File: src/rtl/fmr_pkg.sv
package fmr_pkg;
   typedef enum logic [2:0] {
      SRC_NONE   = 3'd0,
      SRC_DIRECT = 3'd1,
      SRC_SUM    = 3'd2,
      SRC_MEM    = 3'd3,
      SRC_FB_ONE = 3'd4,
      SRC_FB_AVG = 3'd5
   } mod_src_e;

   typedef enum logic [1:0] {
      MEM_CLEAR = 2'b00,
      MEM_LOAD  = 2'b01,
      MEM_HOLD  = 2'b10,
      MEM_ACC   = 2'b11
   } mem_op_e;
endpackage

File: src/rtl/fmr_delay_line.sv
module fmr_delay_line #(
   parameter int W     = 14,
   parameter int DEPTH = 16
) (
   input  logic         clk,
   input  logic         rst_n,
   input  logic [W-1:0] din,
   output logic [W-1:0] tap
);
   generate
      if (DEPTH < 2) begin : g_bad_depth
         $error("fmr_delay_line: DEPTH must be at least 2");
      end
   endgenerate

   logic [W-1:0] stage [DEPTH];

   always_ff @(posedge clk or negedge rst_n) begin
      if (!rst_n) begin
         for (int i = 0; i < DEPTH; i++) stage[i] <= '0;
      end else begin
         stage[0] <= din;
         for (int i = 1; i < DEPTH; i++) stage[i] <= stage[i-1];
      end
   end

   assign tap = stage[DEPTH-1];
endmodule

File: src/rtl/fmr_sat_add.sv
module fmr_sat_add #(
   parameter int W = 14
) (
   input  logic signed [W-1:0] a,
   input  logic signed [W-1:0] b,
   output logic signed [W-1:0] y
);
   localparam logic signed [W-1:0] MAXV = {1'b0, {(W-1){1'b1}}};
   localparam logic signed [W-1:0] MINV = {1'b1, {(W-1){1'b0}}};

   logic signed [W:0] wide;
   logic              ovf;

   assign wide = $signed({a[W-1], a}) + $signed({b[W-1], b});
   assign ovf  = wide[W] ^ wide[W-1];

   always_comb begin
      if (ovf) y = wide[W] ? MINV : MAXV;
      else     y = wide[W-1:0];
   end
endmodule

File: src/rtl/fmr_mod_select.sv
module fmr_mod_select
   import fmr_pkg::*;
#(
   parameter int DW  = 14,
   parameter int FBW = 3
) (
   input  logic [2:0]           sel,
   input  logic signed [DW-1:0] x,
   input  logic signed [DW-1:0] mem,
   input  logic signed [DW-1:0] sum,
   input  logic signed [DW-1:0] fb_new,
   input  logic signed [DW-1:0] fb_old,
   input  logic [FBW-1:0]       level,
   output logic signed [DW-1:0] mod
);
   localparam int FB_TOP = 1 << FBW;
   localparam int SHW    = $clog2(FB_TOP + 2);

   logic signed [DW:0]    fb_sum;
   logic [SHW-1:0]        shamt;
   logic signed [DW-1:0]  fb_avg;

   assign fb_sum = $signed({fb_new[DW-1], fb_new}) + $signed({fb_old[DW-1], fb_old});
   // one extra place for the halving of the two-entry average
   assign shamt  = SHW'(FB_TOP + 1) - SHW'(level);

   generate
      if (FBW < 1 || FB_TOP + 1 > DW + 1) begin : g_bad_fbw
         $error("fmr_mod_select: FBW out of range for DW");
      end
   endgenerate

   always_comb begin
      if (level == '0) fb_avg = '0;
      else             fb_avg = DW'(fb_sum >>> shamt);
   end

   always_comb begin
      case (mod_src_e'(sel))
         SRC_DIRECT: mod = x;
         SRC_SUM:    mod = sum;
         SRC_MEM:    mod = mem;
         SRC_FB_ONE: mod = fb_new;
         SRC_FB_AVG: mod = fb_avg;
         default:    mod = '0;
      endcase
   end
endmodule

File: src/rtl/fm_mod_router.sv
module fm_mod_router
   import fmr_pkg::*;
#(
   parameter int DW  = 14,
   parameter int NV  = 16,
   parameter int FBW = 3
) (
   input  logic                 clk,
   input  logic                 rst_n,
   input  logic signed [DW-1:0] op_word,
   input  logic [2:0]           mod_sel,
   input  logic                 fb_push,
   input  logic                 mem_c,
   input  logic                 mem_d,
   input  logic [FBW-1:0]       fb_level,
   input  logic                 out_load,
   output logic signed [DW-1:0] mod_word,
   output logic signed [DW-1:0] out_word
);
   generate
      if (DW < 4)  begin : g_bad_dw  $error("fm_mod_router: DW must be at least 4");  end
      if (NV < 2)  begin : g_bad_nv  $error("fm_mod_router: NV must be at least 2");  end
   endgenerate

   logic signed [DW-1:0] mem_tap, fb_new_tap, fb_old_tap;
   logic signed [DW-1:0] mem_next, fb_new_next, fb_old_next;
   logic signed [DW-1:0] acc_sum, mod_next;
   mem_op_e              mem_op;

   fmr_delay_line #(.W(DW), .DEPTH(NV)) u_mem_line (
      .clk(clk), .rst_n(rst_n), .din(mem_next), .tap(mem_tap));
   fmr_delay_line #(.W(DW), .DEPTH(NV)) u_fb_new_line (
      .clk(clk), .rst_n(rst_n), .din(fb_new_next), .tap(fb_new_tap));
   fmr_delay_line #(.W(DW), .DEPTH(NV)) u_fb_old_line (
      .clk(clk), .rst_n(rst_n), .din(fb_old_next), .tap(fb_old_tap));

   fmr_sat_add #(.W(DW)) u_acc_add (.a(mem_tap), .b(op_word), .y(acc_sum));

   fmr_mod_select #(.DW(DW), .FBW(FBW)) u_sel (
      .sel(mod_sel), .x(op_word), .mem(mem_tap), .sum(acc_sum),
      .fb_new(fb_new_tap), .fb_old(fb_old_tap), .level(fb_level), .mod(mod_next));

   assign mem_op = mem_op_e'({mem_c, mem_d});

   always_comb begin
      case (mem_op)
         MEM_LOAD: mem_next = op_word;
         MEM_HOLD: mem_next = mem_tap;
         MEM_ACC:  mem_next = acc_sum;
         default:  mem_next = '0;
      endcase
   end

   assign fb_new_next = fb_push ? op_word    : fb_new_tap;
   assign fb_old_next = fb_push ? fb_new_tap : fb_old_tap;

   always_ff @(posedge clk or negedge rst_n) begin
      if (!rst_n) begin
         mod_word <= '0;
         out_word <= '0;
      end else begin
         mod_word <= mod_next;
         if (out_load) out_word <= mem_next;
      end
   end


   direct_src_chk: assert property (@(posedge clk) disable iff (!rst_n)
      mod_sel == 3'd1 |=> mod_word == $past(op_word));

   zero_src_chk: assert property (@(posedge clk) disable iff (!rst_n)
      (mod_sel == 3'd0 || mod_sel > 3'd5) |=> mod_word == '0);

   fb_off_chk: assert property (@(posedge clk) disable iff (!rst_n)
      (mod_sel == 3'd5 && fb_level == '0) |=> mod_word == '0);

   mem_src_chk: assert property (@(posedge clk) disable iff (!rst_n)
      mod_sel == 3'd3 |=> mod_word == $past(mem_tap));

   sum_nowrap_chk: assert property (@(posedge clk) disable iff (!rst_n)
      (mod_sel == 3'd2 && op_word[DW-1] == mem_tap[DW-1]) |=> mod_word[DW-1] == $past(op_word[DW-1]));

   out_hold_chk: assert property (@(posedge clk) disable iff (!rst_n)
      !out_load |=> $stable(out_word));
endmodule

File: config.mk
export PLATFORM = sky130hd
export DESIGN_NAME = fm_mod_router
export DESIGN_NICKNAME = d
export VERILOG_FILES = /design/src/rtl/fmr_pkg.sv /design/src/rtl/fmr_delay_line.sv /design/src/rtl/fmr_sat_add.sv /design/src/rtl/fmr_mod_select.sv /design/src/rtl/fm_mod_router.sv
export SDC_FILE = /design/constraint.sdc
export NUM_CORES = 1
export LEC_CHECK = 0
export ABC_AREA = 1
export BUFFER_PORTS_ARGS = -buffer_cell sky130_fd_sc_hd__clkbuf_2
export CELL_PAD_IN_SITES_DETAIL_PLACEMENT = 0
export CELL_PAD_IN_SITES_GLOBAL_PLACEMENT = 2
export CORE_ASPECT_RATIO = 1.5
export CORE_MARGIN = 5
export CORE_UTILIZATION = 30
export CTS_CLUSTER_SIZE = 28
export DETAILED_ROUTE_END_ITERATION = 12
export GPL_TIMING_DRIVEN = 0
export PLACE_DENSITY_LB_ADDON = 0.1
export SYNTH_ARGS = -nofsm -noshare
export SYNTH_HDL_FRONTEND = slang
export SYNTH_SLANG_ARGS = --single-unit
File: constraint.sdc
create_clock -name clk -period 2.9 [get_ports clk]
set_input_delay 0.58 -clock clk [delete_from_list [all_inputs] [get_ports clk]]
set_output_delay 0.58 -clock clk [all_outputs]
set_load 0.02 [all_outputs]
== Word-level counts from Yosys, hierarchy flattened ==
Cells that the tools add are included.
Storage, ports and cells
  register bits: 700
  input port bits: 26
Cells by class
  reduce and logical (&&, ||, !) cells: 1
  add/sub/neg operators: 3
  equal/unequal tests: 8
  shifts and indexed selects: 1
  muxes and demuxes: 7
  bitwise operators: 1
Operators by type and width (number)
  2-to-1 mux 14 bit: 5
  one-hot mux 14 bit (5 select lines): 1
  one-hot mux 14 bit (3 select lines): 1
  adder 14 x 14 -> 15 bit: 2
  >>> shifter 15 x 4 -> 14 bit: 1
  equality test 3 x 2 -> 1 bit, second input constant: 2
  equality test 3 bit, second input constant: 2
  equality test 2 bit, second input constant: 2
  subtractor 4 x 3 -> 4 bit, first input constant: 1
  equality test 3 x 1 -> 1 bit, second input constant: 1
  zero test 3 bit: 1
  equality test 2 x 1 -> 1 bit, second input constant: 1
  XOR 1 bit: 1

== Logic depth before layout (Yosys ltp) ==
  depth in word-level cells: 4
  gate-level depth with buffers: 18
  gate-level depth less buffers: 17

== Cells and area by module ==
Synthesis repeated with hierarchy kept, for this count alone.
Second synthesis, totals
  cells, all modules: 1488
  area, all modules: 21669.5 µm²
Modules (own cells, without submodules)
  fmr_delay_line: area an instance 5710.5 µm², cells an instance 238, seq. area each 5605.4 µm², times used 3
  fmr_mod_select: area an instance 1968.1 µm², cells an instance 399, seq. area each 0.0 µm², times used 1
  fm_mod_router: area an instance 1651.6 µm², cells an instance 215, seq. area each 700.7 µm², times used 1
  fmr_sat_add: area an instance 918.4 µm², cells an instance 160, seq. area each 0.0 µm², times used 1

== Least setup slack after synthesis ==
No wires, ideal clock.
  kind: in2reg
  start: in op_word[0]
  end: reg out_word[9]
  stages: 17
  buffers on the path: 1
  setup time: 66 ps
  arrival time: 2261 ps
  path slack: 573 ps
  path through: ha_1 inv_1 fa_1 o21ai_2 nand2_1 nand3_2 nand2_2 nand2_2 nand2_2 nand2_2 buf_12 nand3_2 nand2_2 nand2_2 nand2_2 nand2_1 nand2_1
Between the ends
  longest elaborated chain between the ends: 4
  elaborated cells on any way between the ends: 5
  those cells by class: 1 x add/sub; 3 x mux; 1 x bitwise
Ends and longest elaborated chain
  from (decl): RTL line fm_mod_router.sv:10  | input logic signed [DW-1:0] op_word,
  adder 14 x 14 -> 15 bit (*): RTL line fmr_sat_add.sv:14  | assign wide = $signed({a[W-1], a}) + $signed({b[W-1], b});
  2-to-1 mux 14 bit / XOR 1 bit (equally long branches): RTL line fmr_sat_add.sv:18, fmr_sat_add.sv:15
  2-to-1 mux 14 bit (*): RTL line fmr_sat_add.sv:18  | if (ovf) y = wide[W] ? MINV : MAXV;
  one-hot mux 14 bit (3 select lines) (*): RTL line fm_mod_router.sv:46  | case (mem_op)
  net mem_next[9]: RTL line fm_mod_router.sv:26  | logic signed [DW-1:0] mem_next, fb_new_next, fb_old_next;
  to (signal assigned): RTL line fm_mod_router.sv:63  | if (out_load) out_word <= mem_next;
  to (decl): RTL line fm_mod_router.sv:18  | output logic signed [DW-1:0] out_word
Mark *: on every way through the listed nets, which the timed path passes. The rest lies on a longest branch.
A chain may end at the register's enable or synchronous reset.

== Worst setup path in the final report ==
  start: reg u_mem_line.stage, in the netlist u_mem_line.tap[0]
  end: reg mod_word[5]
Between the ends
  longest elaborated chain between the ends: 4
  elaborated cells on any way between the ends: 5
  those cells by class: 1 x add/sub; 3 x mux; 1 x bitwise
Ends and longest elaborated chain
  from (decl): RTL line fmr_delay_line.sv:16  | logic [W-1:0] stage [DEPTH];
  adder 14 x 14 -> 15 bit (*): RTL line fmr_sat_add.sv:14
  2-to-1 mux 14 bit / XOR 1 bit (equally long branches): RTL line fmr_sat_add.sv:18, fmr_sat_add.sv:15
  2-to-1 mux 14 bit (*): RTL line fmr_sat_add.sv:18
  one-hot mux 14 bit (5 select lines) (*): RTL line fmr_mod_select.sv:39  | case (mod_src_e'(sel))
  net mod_next[5]: RTL line fm_mod_router.sv:27  | logic signed [DW-1:0] acc_sum, mod_next;
  to (signal assigned): RTL line fm_mod_router.sv:62  | mod_word <= mod_next;
  to (decl): RTL line fm_mod_router.sv:17  | output logic signed [DW-1:0] mod_word,
Marks and branches as above.

==> flow_summary.toml <==
[cts]
cts_buffers = 67
clockBufferDepth = 3
clk_pin_slew_ps = 60
cts_tree = "done"
clock-root-buffer = "clkbuf_16"
htreeDepth = 3
cts.sinks = 700
clock_latency_ps = 600

[yosys]
syn_avg_cell_area_sq_um = 14.8
syn_area_sq_um = 21200
yosysTopAreaCellShare_pct = 82.8
yosys_most_used_dff = "dfrtp_1"
yosys-top-cells-area = "dfrtp_1 83%, nand2_1 5.1%, nand3_1 2.2%"
synthArstFlopShare_pct = 100
yosys-top-cells-count = "700 x dfrtp_1, 285 x nand2_1, 95 x nand3_1"
ys_warn_count = 0
yosysTopAreaCell = "dfrtp_1"
synth_cell_types = 35
synth-xor-area-share_pct = 0.414
synth_fp_nets = 1490
synth_enable_flop_cells = 0
synth_compound_area_share_pct = 2.53
synth_top_family_by_area = "simple AND/OR/NAND/NOR gates"
ys_seq_area_share_pct = 82.8
synth_most_common_cell = "dfrtp_1"
synthCells = 1433
synthSimpleGateAreaFrac_pct = 10.3
yosys.area_share.adder_pct = 1.90
synth_mux_area_share_pct = 0
ys_seq_elements = 700

[drt]
drc = 0
antenna_left = 0
vias = 10500
wl_met3_microns = 1800
wl_met1_microns = 19000
wl_microns = 44900
route.met2.wl_microns = 22500
topRoutingLayerUsed = "met4"
drtIter0Drc = 651
wl_per_cell_microns = 17.9
viasPerCell = 4.20
drt-pass1-iter-count = 6

[placement]
dp_hpwl_microns = 31300
gp_congestion = 0.816
port_buffers = 50
dpl_cell_area_sq_um = 22700

[cells_and_area]
drive_gt1_share_pct = 13.8
area_growth_pct = 17.4
fin_area_sq_um = 24800
fillers = 6753
finalNetCount = 1617

[timing]
slew_headroom_pct = 49.7
drv_slew = 0
rsz0062_at_grt = "no"
final-hold-violation-count = 0
setup_viol_count_final = 0
final.setup_skew_ps = 18.6
fmax_ghz = 0.364
worst_slew_pin_slew_ps = 754
period_minus_slack_ps = 2740
fin_crit_sh_pct = 94.6

[pwr]
p_total_mw = 21.4
ir_drop_v = 0.000450
power.leakage_nw = 12.0
power_density_nw_per_um2 = 863

[min_path]
hold_path.class = "in -> async"

[status]
status = "finished clean"

[floorplanning]
pin_count = 54
die_area_sq_um = 76100
die_h_microns = 335
coreArea_sq_um = 70100
initial_core_util_pct = 30.2
fp.dieW_microns = 227
rows = 119

[global_routing]
track_usage_pct = 12.4
grt_first_pass_wirelength_microns = 70600
grt_max_degree = 122
antenna_found_initial = 5
gr-total-overflow = 0
grt_pass1_vias = 11700

[critical_path]
cp_max_fo = 10
startpoint_type = "flop"
critical_path_class = "reg -> reg"
crit_required_ps = 3400
cp-end-kind = "flop"
arrival_ps = 3250

[job]
maxCapViolations = 0
-- kinds of logic after synthesis --
family          after synthesis
xor+xnor                     10
simple gates                488
fa+ha+maj                    31
compound gates               95
flops                       700
buf+inv                     109
-- metrics by stage --
step / TNS [ps] / setup slack, ps / hold WS [ps] / util (%) / cells
floorplan: 0 / 573 / 284 / - / 1433
finish: 0 / 156 / 39.6 / 35.4 / 2511
detailed placement: -52760 / -481 / 335 / 32.4 / 2397
global placement: -9873780 / -14280 / 332 / 32.1 / 2390
global route: 0 / 5.78 / 44.8 / 35.4 / 2510
CTS: 0 / 4.01 / 11.1 / 35.4 / 2510
-- critical path, cell delays in order, from the launching register on --
cell and delay (ps):
dfrtp_1 440, ha_2 270, inv_1 60, fa_1 440
o21ai_4 270, nand2_1 110, nand3_2 100, nand2_2 60
nand2_2 80, nand2_2 70, nand2_2 140, buf_12 160
nand2_2 60, nand2_2 90, a21oi_1 80, nand2_1 210
-- layout make-up --
type                            instances  area, sq um  share of cell area [%]
Sequential cell                       700        17500                    70.5
Multi-Input combinational cell        624         3230                    13.0
Clock buffer                           88         1860                    7.47
Tap cell                              907         1130                    4.57
Timing Repair Buffer                   58          479                    1.93
Inverter                               82          308                    1.24
Clock inverter                         24          174                   0.700
Buffer                                 27          138                   0.554
Antenna cell                            1         2.50                  0.0101
-- repair_timing --
item                                    in CTS  in global routing
endpoints found under the hold margin       62                  0
resized for setup                            3                  8
endpoints found under the setup margin       2                 21
hold buffers                                 1                  0
setup buffers                                0                  0
-- report_power, final --
group          total (mW)  internal (mW)  switching (mW)
registers            11.4           11.0           0.405
logic                2.01          0.597            1.42
clock network        8.06           4.52            3.54
total                21.4           16.1            5.36
-- final timing paths --
path | start | to | slack, ps | cells after the start
max | u_mem_line.tap[0]$_DFF_PN0_ | mod_word[5]$_DFF_PN0_ | 160 | 15
max reg2reg | u_mem_line.tap[0]$_DFF_PN0_ | mod_word[5]$_DFF_PN0_ | 160 | 15
min reg2reg | u_fb_old_line.stage[83]$_DFF_PN0_ | u_fb_old_line.stage[69]$_DFF_PN0_ | 340 | 0
min in group clk | out_load | out_word[0]$_DFFE_PN0P_ | 270 | 3
min | rst_n | u_fb_old_line.stage[111]$_DFF_PN0_ | 40 | 2
max in group asynchronous | rst_n | u_mem_line.stage[168]$_DFF_PN0_ | 670 | 6
-- placed cells by master, fill, tap and decap left out, drive strengths merged, types with 2 or more instances in the layout --
cell | Yosys | layout
a21oi | 56 | 56
a221oi | 4 | 4
a31oi | 2 | 2
and2 | 4 | 4
buf | 10 | 18
clkbuf | 17 | 155
clkinv | 1 | 16
clkinvlp | 0 | 5
dfrtp | 700 | 700
fa | 2 | 2
ha | 29 | 29
inv | 81 | 85
nand2 | 319 | 319
nand3 | 106 | 106
nand3b | 6 | 6
nand4 | 6 | 6
nor2 | 40 | 40
nor3 | 7 | 7
o211ai | 8 | 8
o21ai | 19 | 19
o21bai | 2 | 2
xnor2 | 3 | 3
xor2 | 7 | 7
-- flip-flops by register name, summed over array words and instances, names as in the netlist --
name,flops
mod_word,14
out_word,14
u_fb_new_line.stage,210
u_fb_new_line.tap,14
u_fb_old_line.stage,210
u_fb_old_line.tap,14
u_mem_line.stage,210
u_mem_line.tap,14
-- metal layers --
metal	track usage, %	vias to the layer above
met1	15.9	5459
met4	5.25	0
met5	0	-
li1	-	4802
met3	2.68	91
met2	20.3	189
(Power assumes the default switching activity.)
